$ cat src/rtl/spi_core_pkg.sv
package spi_core_pkg;

    typedef enum logic [2:0] {
        A_RXDATA = 3'd0,
        A_TXDATA = 3'd1,
        A_STATUS = 3'd2,
        A_CTRL   = 3'd3,
        A_SELECT = 3'd4
    } reg_addr_e;

    localparam int ST_TXRDY = 0;
    localparam int ST_RXRDY = 1;
    localparam int ST_BUSY  = 2;
    localparam int ST_OVR   = 3;

    localparam int CT_RXIE  = 0;
    localparam int CT_TXIE  = 1;

    typedef enum logic [1:0] {
        ENG_IDLE,
        ENG_SHIFT,
        ENG_HOLD
    } eng_state_e;

endpackage

$ cat src/rtl/spi_clk_src.sv
module spi_clk_src #(
    parameter int IS_MASTER = 1,
    parameter int HALF_DIV  = 4
) (
    input  logic clk,
    input  logic rst_n,
    input  logic run,
    input  logic sclk_in,
    input  logic sel_n_in,
    output logic sclk_out,
    output logic rise,
    output logic fall,
    output logic sel_act
);
    localparam int CW = $clog2(HALF_DIV + 1);

    generate
        if (IS_MASTER != 0) begin : g_master
            typedef struct packed {
                logic [CW-1:0] cnt;
                logic          sclk;
            } mclk_t;

            mclk_t mc_d, mc_q;
            logic  wrap;
            logic  unused_slave_pins;

            assign unused_slave_pins = sclk_in ^ sel_n_in;
            assign wrap = run && (mc_q.cnt == CW'(HALF_DIV - 1));

            always_comb begin
                mc_d = mc_q;
                if (!run) begin
                    mc_d.cnt  = '0;
                    mc_d.sclk = 1'b0;
                end else if (wrap) begin
                    mc_d.cnt  = '0;
                    mc_d.sclk = ~mc_q.sclk;
                end else begin
                    mc_d.cnt  = mc_q.cnt + 1'b1;
                end
            end

            always_ff @(posedge clk or negedge rst_n) begin
                if (!rst_n) mc_q <= '0;
                else        mc_q <= mc_d;
            end

            assign sclk_out = mc_q.sclk;
            assign rise     = wrap & ~mc_q.sclk;
            assign fall     = wrap &  mc_q.sclk;
            assign sel_act  = 1'b0;

            // the generated clock rests low whenever the engine is not shifting
            p_sclk_low_idle_r3: assert property (@(posedge clk) disable iff (!rst_n)
                !run |-> !mc_q.sclk);
        end else begin : g_slave
            typedef struct packed {
                logic s1;
                logic s2;
                logic prev;
                logic c1;
                logic c2;
            } sync_t;

            sync_t sy_d, sy_q;
            logic  unused_run;

            assign unused_run = run;

            always_comb begin
                sy_d      = sy_q;
                sy_d.s1   = sclk_in;
                sy_d.s2   = sy_q.s1;
                sy_d.prev = sy_q.s2;
                sy_d.c1   = sel_n_in;
                sy_d.c2   = sy_q.c1;
            end

            always_ff @(posedge clk or negedge rst_n) begin
                if (!rst_n) sy_q <= '{s1: 1'b0, s2: 1'b0, prev: 1'b0, c1: 1'b1, c2: 1'b1};
                else        sy_q <= sy_d;
            end

            assign sclk_out = 1'b0;
            assign rise     =  sy_q.s2 & ~sy_q.prev;
            assign fall     = ~sy_q.s2 &  sy_q.prev;
            assign sel_act  = ~sy_q.c2;
        end
    endgenerate

endmodule

$ cat src/rtl/spi_shift_engine.sv
module spi_shift_engine
    import spi_core_pkg::*;
#(
    parameter int W         = 8,
    parameter int LSB_FIRST = 0,
    parameter int IS_MASTER = 1
) (
    input  logic         clk,
    input  logic         rst_n,
    input  logic         tx_valid,
    input  logic [W-1:0] tx_word,
    input  logic         rise,
    input  logic         fall,
    input  logic         sel_act,
    input  logic         ser_in,
    output logic         tx_take,
    output logic         busy,
    output logic         ser_out,
    output logic         rx_done,
    output logic [W-1:0] rx_word
);
    localparam int CNT_W = $clog2(W + 1);

    typedef struct packed {
        eng_state_e     state;
        logic [W-1:0]   tx_sh;
        logic [W-1:0]   rx_sh;
        logic [CNT_W-1:0] bitcnt;
    } eng_t;

    eng_t eg_d, eg_q;
    logic start;
    logic last_bit;

    assign start    = (IS_MASTER != 0) ? tx_valid : sel_act;
    assign last_bit = (eg_q.bitcnt == CNT_W'(W));

    always_comb begin
        eg_d    = eg_q;
        tx_take = 1'b0;
        rx_done = 1'b0;
        case (eg_q.state)
            ENG_IDLE: begin
                if (start) begin
                    eg_d.state  = ENG_SHIFT;
                    eg_d.bitcnt = '0;
                    eg_d.tx_sh  = tx_valid ? tx_word : '0;
                    tx_take     = tx_valid;
                end
            end
            ENG_SHIFT: begin
                if (rise) begin
                    eg_d.rx_sh  = (LSB_FIRST != 0) ? {ser_in, eg_q.rx_sh[W-1:1]}
                                                   : {eg_q.rx_sh[W-2:0], ser_in};
                    eg_d.bitcnt = eg_q.bitcnt + 1'b1;
                end
                if (fall) begin
                    if (last_bit) begin
                        rx_done    = 1'b1;
                        eg_d.state = ((IS_MASTER != 0) || !sel_act) ? ENG_IDLE : ENG_HOLD;
                    end else begin
                        eg_d.tx_sh = (LSB_FIRST != 0) ? (eg_q.tx_sh >> 1) : (eg_q.tx_sh << 1);
                    end
                end else if ((IS_MASTER == 0) && !sel_act) begin
                    eg_d.state = ENG_IDLE;
                end
            end
            ENG_HOLD: begin
                if (!sel_act) eg_d.state = ENG_IDLE;
            end
            default: eg_d.state = ENG_IDLE;
        endcase
    end

    always_ff @(posedge clk or negedge rst_n) begin
        if (!rst_n) eg_q <= '{state: ENG_IDLE, tx_sh: '0, rx_sh: '0, bitcnt: '0};
        else        eg_q <= eg_d;
    end

    assign busy    = (eg_q.state != ENG_IDLE);
    assign ser_out = (eg_q.state == ENG_SHIFT) &
                     ((LSB_FIRST != 0) ? eg_q.tx_sh[0] : eg_q.tx_sh[W-1]);
    assign rx_word = eg_q.rx_sh;

    // a word never counts more sampled bits than the configured width
    p_bitcnt_le_width_r3: assert property (@(posedge clk) disable iff (!rst_n)
        eg_q.bitcnt <= CNT_W'(W));

endmodule

$ cat src/rtl/spi_regfile.sv
module spi_regfile
    import spi_core_pkg::*;
#(
    parameter int W      = 8,
    parameter int NUM_SS = 4
) (
    input  logic              clk,
    input  logic              rst_n,
    input  logic [2:0]        addr,
    input  logic              wr,
    input  logic [31:0]       wdata,
    input  logic              rd,
    output logic [31:0]       rdata,
    input  logic              tx_take,
    input  logic              rx_done,
    input  logic [W-1:0]      rx_word,
    input  logic              busy,
    output logic              tx_valid,
    output logic [W-1:0]      tx_word,
    output logic [NUM_SS-1:0] sel_mask,
    output logic              irq_rx,
    output logic              irq_tx
);
    typedef struct packed {
        logic [W-1:0]      tx_hold;
        logic              tx_full;
        logic [W-1:0]      rx_hold;
        logic              rx_full;
        logic              overrun;
        logic [1:0]        ctrl;
        logic [NUM_SS-1:0] mask;
    } rf_t;

    rf_t  rf_d, rf_q;
    logic wr_tx, rd_rx, wr_st;
    logic unused_wdata;

    assign unused_wdata = ^wdata;
    assign wr_tx = wr && (addr == A_TXDATA);
    assign wr_st = wr && (addr == A_STATUS);
    assign rd_rx = rd && (addr == A_RXDATA);

    always_comb begin
        rf_d = rf_q;
        if (tx_take) rf_d.tx_full = 1'b0;
        if (wr_tx) begin
            rf_d.tx_hold = wdata[W-1:0];
            rf_d.tx_full = 1'b1;
        end
        if (wr && (addr == A_CTRL))   rf_d.ctrl = wdata[1:0];
        if (wr && (addr == A_SELECT)) rf_d.mask = wdata[NUM_SS-1:0];
        if (wr_st) rf_d.overrun = 1'b0;
        if (rd_rx) rf_d.rx_full = 1'b0;
        if (rx_done) begin
            rf_d.rx_hold = rx_word;
            rf_d.rx_full = 1'b1;
            if (rf_q.rx_full && !rd_rx) rf_d.overrun = 1'b1;
        end
    end

    always_ff @(posedge clk or negedge rst_n) begin
        if (!rst_n) rf_q <= '0;
        else        rf_q <= rf_d;
    end

    always_comb begin
        rdata = '0;
        case (addr)
            A_RXDATA: rdata[W-1:0] = rf_q.rx_hold;
            A_STATUS: begin
                rdata[ST_TXRDY] = ~rf_q.tx_full;
                rdata[ST_RXRDY] = rf_q.rx_full;
                rdata[ST_BUSY]  = busy;
                rdata[ST_OVR]   = rf_q.overrun;
            end
            A_CTRL:   rdata[1:0] = rf_q.ctrl;
            A_SELECT: rdata[NUM_SS-1:0] = rf_q.mask;
            default:  rdata = '0;
        endcase
    end

    assign tx_valid = rf_q.tx_full;
    assign tx_word  = rf_q.tx_hold;
    assign sel_mask = rf_q.mask;
    assign irq_rx   = rf_q.rx_full  & rf_q.ctrl[CT_RXIE];
    assign irq_tx   = ~rf_q.tx_full & rf_q.ctrl[CT_TXIE];

    // a word handed to the shifter empties the holding register
    p_take_empties_r2: assert property (@(posedge clk) disable iff (!rst_n)
        (tx_take && !wr_tx) |=> !rf_q.tx_full);
    // completion over an unread word flags overrun
    p_overrun_set_r7: assert property (@(posedge clk) disable iff (!rst_n)
        (rx_done && rf_q.rx_full && !rd_rx) |=> rf_q.overrun);
    // reading the received word drops rx-ready
    p_read_clears_r6: assert property (@(posedge clk) disable iff (!rst_n)
        (rd_rx && !rx_done) |=> !rf_q.rx_full);

endmodule

$ cat src/rtl/spi_core.sv
module spi_core
    import spi_core_pkg::*;
#(
    parameter int DATA_W    = 8,
    parameter int NUM_SS    = 4,
    parameter int IS_MASTER = 1,
    parameter int LSB_FIRST = 0,
    parameter int HALF_DIV  = 4
) (
    input  logic              clk,
    input  logic              rst_n,
    input  logic [2:0]        reg_addr,
    input  logic              reg_wr,
    input  logic [31:0]       reg_wdata,
    input  logic              reg_rd,
    output logic [31:0]       reg_rdata,
    output logic              irq_rx,
    output logic              irq_tx,
    output logic              sclk_out,
    output logic [NUM_SS-1:0] sel_n_out,
    output logic              mosi_out,
    output logic              miso_out,
    input  logic              sclk_in,
    input  logic              sel_n_in,
    input  logic              mosi_in,
    input  logic              miso_in
);
    logic              tx_valid, tx_take, busy, rx_done;
    logic [DATA_W-1:0] tx_word, rx_word;
    logic [NUM_SS-1:0] sel_mask;
    logic              rise, fall, sel_act, ser_in, ser_out;

    spi_regfile #(.W(DATA_W), .NUM_SS(NUM_SS)) u_regs (
        .clk(clk), .rst_n(rst_n),
        .addr(reg_addr), .wr(reg_wr), .wdata(reg_wdata), .rd(reg_rd), .rdata(reg_rdata),
        .tx_take(tx_take), .rx_done(rx_done), .rx_word(rx_word), .busy(busy),
        .tx_valid(tx_valid), .tx_word(tx_word), .sel_mask(sel_mask),
        .irq_rx(irq_rx), .irq_tx(irq_tx)
    );

    spi_clk_src #(.IS_MASTER(IS_MASTER), .HALF_DIV(HALF_DIV)) u_clk (
        .clk(clk), .rst_n(rst_n), .run(busy),
        .sclk_in(sclk_in), .sel_n_in(sel_n_in),
        .sclk_out(sclk_out), .rise(rise), .fall(fall), .sel_act(sel_act)
    );

    spi_shift_engine #(.W(DATA_W), .LSB_FIRST(LSB_FIRST), .IS_MASTER(IS_MASTER)) u_eng (
        .clk(clk), .rst_n(rst_n),
        .tx_valid(tx_valid), .tx_word(tx_word),
        .rise(rise), .fall(fall), .sel_act(sel_act), .ser_in(ser_in),
        .tx_take(tx_take), .busy(busy), .ser_out(ser_out),
        .rx_done(rx_done), .rx_word(rx_word)
    );

    generate
        if (IS_MASTER != 0) begin : g_init_pins
            logic unused_resp_pins;
            assign unused_resp_pins = mosi_in;
            assign ser_in    = miso_in;
            assign mosi_out  = ser_out;
            assign miso_out  = 1'b0;
            assign sel_n_out = busy ? ~sel_mask : '1;
        end else begin : g_resp_pins
            logic unused_init_pins;
            assign unused_init_pins = miso_in ^ (^sel_mask);
            assign ser_in    = mosi_in;
            assign miso_out  = ser_out;
            assign mosi_out  = 1'b0;
            assign sel_n_out = '1;
        end
    endgenerate

endmodule

$ cat config.mk
export PLATFORM = sky130hd
export DESIGN_NAME = spi_core
export DESIGN_NICKNAME = d
export VERILOG_FILES = /design/src/rtl/spi_core_pkg.sv /design/src/rtl/spi_clk_src.sv /design/src/rtl/spi_shift_engine.sv /design/src/rtl/spi_regfile.sv /design/src/rtl/spi_core.sv
export SDC_FILE = /design/constraint.sdc
export NUM_CORES = 1
export LEC_CHECK = 0
export BUFFER_PORTS_ARGS = -buffer_cell sky130_fd_sc_hd__buf_2
export CAP_MARGIN = 20
export CORE_ASPECT_RATIO = 0.8
export CORE_MARGIN = 4
export CORE_UTILIZATION = 54
export DETAILED_ROUTE_END_ITERATION = 7
export PLACE_DENSITY_LB_ADDON = 0.3
export SYNTH_ARGS = -nofsm -noshare
export SYNTH_HDL_FRONTEND = slang
export SYNTH_SLANG_ARGS = --single-unit
$ cat constraint.sdc
create_clock -name clk -period 2.6 [get_ports clk]
set_input_delay 0.65 -clock clk [delete_from_list [all_inputs] [get_ports clk]]
set_output_delay 0.65 -clock clk [all_outputs]
set_load 0.05 [all_outputs]
# Word-level counts from Yosys, hierarchy flattened
# Cells that the tools add are included.
[totals]
reg_bits = 51
inputBits = 43
out_inout_bits = 41
word_cells = 81
[classes]
add_sub_neg = 2
eq_ne = 13
muxes = 27
bitwise = 8
reduce_logical = 18
[op_table]
columns = ["cell", "count"]
rows = [
  ["10-bit 2-to-1 mux", 2],
  ["4-bit 2-to-1 mux", 5],
  ["8-bit one-hot mux with 2 select lines", 1],
  ["1-bit 2-to-1 mux", 11],
  ["3-bit by 2-bit equality test with 1-bit output, second input constant", 3],
  ["8-bit 2-to-1 mux", 1],
  ["2-bit != test, second input constant", 4],
  ["2-bit one-hot mux with 4 select lines", 1],
  ["4-bit one-hot mux with 2 select lines", 1],
  ["2-bit nonzero test", 4],
  ["1-bit logical AND", 7],
  ["2-bit one-hot mux with 3 select lines", 1],
  ["3-bit AND reduction", 2],
  ["1-bit AND", 5],
  ["4-bit by 1-bit adder with 4-bit output, second input constant", 1],
  ["4-bit equality test, second input constant", 1],
  ["2-bit 2-to-1 mux", 2],
  ["2-bit by 1-bit != test with 1-bit output, second input constant", 2],
  ["4-bit NOT", 1],
  ["2-bit one-hot mux with 2 select lines", 1],
  ["4-bit AND reduction", 1],
  ["3-bit by 1-bit adder with 3-bit output, second input constant", 1],
  ["3-bit by 1-bit equality test with 1-bit output, second input constant", 1],
  ["3-bit equality test, second input constant", 1],
  ["7 further kinds", 8],
]

# Depth between registers and ports, before layout
[depth]
word_depth = 6
mapped_depth = 6
mapped_depth_nobuf = 5

# Modules after synthesis
# Synthesis repeated with hierarchy kept, for this count alone.
[hier_totals]
hier_cells = 231
hier_area_um2 = 2707.6
[modules_own_cells]
columns = ["mod", "n_inst", "cells_each", "area_per_inst_um2", "seq_area_each_um2"]
rows = [
  ["spi_regfile", 1, 127, 1473.9, 625.6],
  ["spi_shift_engine", 1, 81, 1018.5, 525.5],
  ["spi_clk_src", 1, 17, 188.9, 100.1],
  ["spi_core", 1, 6, 26.3, 0.0],
]

# Least setup slack after synthesis
# OpenSTA, ideal clock, no wires.
[synth_timing]
path_kind = "input to output"
from = "input reg_addr[2]"
to = "output reg_rdata[3]"
t_arrival_ns = 1.955
path_slack_ns = -0.005
stages = 4
path_buffers = 1
path_cell_list = "buf_2 -> mux2i_1 -> or2_2 -> a21oi_1"
[synth_via]
elab_chain_len = 2
[synth_lines]
columns = ["element", "line", "source"]
rows = [
  ["start: declaration", "spi_core.sv:12", "input logic [2:0] reg_addr,"],
  ["3-bit equality test (tied with other cells)", "spi_regfile.sv:68", "case (addr)"],
  ["2-bit one-hot mux with 3 select lines *", "spi_regfile.sv:68", ""],
  ["end: declaration", "spi_core.sv:16", "output logic [31:0] reg_rdata,"],
]
# Mark *: on every way between the ends. The rest lies on a longest branch, timed or not.

# Worst setup path in the final report
[layout_timing]
from = "input reg_addr[1]"
to = "output reg_rdata[0]"
[layout_via]
elab_chain_len = 2
[layout_lines]
columns = ["element", "line"]
rows = [
  ["3-bit equality test (tied with other cells)", "spi_regfile.sv:68"],
  ["2-bit one-hot mux with 4 select lines *", "spi_regfile.sv:68"],
]
# Marked as above.

==> results.cfg <==
[status]
status = finished, final reports clean

[place]
dp_hpwl_mm = 3.19
port_buffers = 31
place_inst = 306
place.gp.congestion = 0.794
dpl_cell_area_um2 = 2650

[yosys]
yosysSeqAreaShare_pct = 50.2
yosysUniqueCellTypes = 35
synth_common_cells = dfrtp_1, nand2_1, mux2_2, buf_4
synth_cells = 221
synth_seq_cells = 50
ys_top_cells_by_area = dfrtp_1, mux2_2, buf_4
syn_area_um2 = 2490
synth.most_common_cell = dfrtp_1
ys.flop_type = dfrtp_1
yosysWarningCount = 0
syn_area_per_cell_um2 = 11.3
synth_top_area_share_pct = 50.2
synth_enable_flop_cells = 0
ys_async_sr_fraction_pct = 100
yosysTopAreaCell = dfrtp_1

[job]
max_cap_violations = 0

[clock_tree]
postCtsSetupRepairBufs = 0
numCtsBuffers = 5
htree_levels = 2
post_cts_resized = 0
clk_latency_ps = 300
ctsRootBufferMaster = clkbuf_8
path_clk_slew_ps = 100
clockBufferDepth = 2
hold_buffers = 0
tritoncts = built
cts.sinks = 50

[setup_path]
crit_type = input port to output pin
rrSetupSlack_ps = 660
cp_data_arrival_time_ps = 1640
path_cells = buf_2 > nor2b_1 > a2bb2oi_1 > o2bb2ai_1 > buf_2
slowest_delay_ps = 280
required_ps = 1950
rr_startpoint = u_eng.eg_q[20]$_DFFE_PN0P_
worstSetupEndpointType = output pin
cp_slowest_cell = buf_2
critPathLaunchType = input port
path_max_fanout = 11
critPathMostFrequentCell = buf_2
crit_start = reg_addr[1]
r2r_end = u_regs.rf_q[8]$_DFFE_PN0P_
reg2reg_depth = 4

[route]
vias_per_cell = 5.04
wire_per_inst_um = 14.2
ant_nets = 0
routed_wirelength_mm = 4.46
first_iter_violations = 36
drc = 0
vias = 1581
dr.pass1.iters = 4

[final_layout]
finish.instance_area_um2 = 2740
antenna_cells = 0
final_util_pct = 63.5
fill_cells = 373
area_growth_pct = 9.73
final_nets = 302
final_cell_count_no_fill = 314
drive_gt1_share_pct = 30.7

[power_and_ir_drop]
peakVddDrop_mv = 0.514
cellLeakagePower_nw = 1.42
p_per_area_nw_per_um2 = 835

[global_routing]
antenna_found_initial = 0
track_usage_pct = 16.7
grt_start_max_net_pins = 27
grt_overflow = 0
grt_pass1_vias = 1612
grt_pass1_wl_mm = 7.56

[floorplanning]
die_height_um = 68.8
ios = 84
row_count = 21
dieArea_um2 = 5780
die_x_um = 84.0
initial_core_util_pct = 57.9
core_um2 = 4310

[sta]
post-route-min-period_ps = 2290
hold_viol = 0
setup_viol = 0
fin_crit_sh_pct = 88.0
hold_ws_ps = 341
rsz0062_at_grt = false
slew_viol_final = 0
max_freq_ghz = 0.437
worst_pin_slew_ps = 605
clock_skew_ps = 8.34
relSlewSlack_pct = 59.6
setup_tns_ps = 0

[hold_path]
worst_hold_path_type = input port to async pin
power breakdown:
part	internal [mW]	leakage, nW	switching, mW
sequential	0.968	0.643	0.140
clock	0.190	0.0441	0.268
combinational	0.273	0.731	0.448
cells by family after synthesis:
group | after synthesis | share of synthesized area [%]
DFF | 50 | 50.2
AOI/OAI and AO/OA | 17 | 5.12
muxes | 40 | 17.9
xor gates and xnor gates | 1 | 0.351
and+or+nand+nor | 70 | 14.8
other | 1 | 0.150
buffers and inverters | 39 | 10.1
adders and majority gates | 3 | 1.50
worst max-delay path by stage:
stage                              end  slack (ps)  cells after the start
after floorplan           reg_rdata[0]          80                      4
after global placement    reg_rdata[3]         340                      5
after detailed placement  reg_rdata[0]         320                      5
after CTS                 reg_rdata[0]         310                      5
after global routing      reg_rdata[0]         220                      5
final                     reg_rdata[0]         310                      5
layout make-up:
type                    count  area, um^2  area share [%]
well taps                  57        71.3            2.61
clock inverters             3        21.3           0.777
inverters                   5        18.8           0.686
clock buffers               5        68.8            2.51
flip-flops and latches     50        1250            45.7
repair buffers             38         220            8.04
multi-input cells         156        1090            39.7
registers in the layout, summed over array words and instances, names as in the netlist:
register,cells
u_regs.tx_valid,1
u_regs.sel_mask,4
u_eng.eg_q,13
u_regs.tx_word,8
u_clk.g_master.mc_q,3
u_clk.sclk_out,1
u_regs.rf_q,12
u_eng.rx_word,8
metrics by stage:
step,total power [mW],worst slack [ps]
after detailed placement,1.84,319
final,2.29,312
after CTS,2.30,308
after floorplan,1.69,75.7
after global placement,1.81,336
after global routing,2.42,224
routing by layer:
layer | global-route usage (%) | wire (um) | up-vias
met4 | 5.42 | 48 | 0
met1 | 22.4 | 2100 | 767
met5 | 0 | 0 | -
met3 | 3.44 | 190 | 7
li1 | - | - | 767
met2 | 27.9 | 2120 | 40
critical path, delay by kind of cell:
kind,cells,cell delay [ps]
simple gates,1,240
buf+inv,2,470
compound gates,2,270
cell usage in the layout (no fill, tap or decap), types with 4 or more instances in the layout:
cell type  count
dfrtp_1       50
nand2_1       34
buf_2         31
mux2_2        29
conb_1        25
and2_1         7
mux2_1         7
nor2_1         6
buf_4          6
inv_1          5
clkbuf_8       5
mux2i_1        4
o21ai_0        4
No activity file was read; power rests on OpenSTA's default activity.
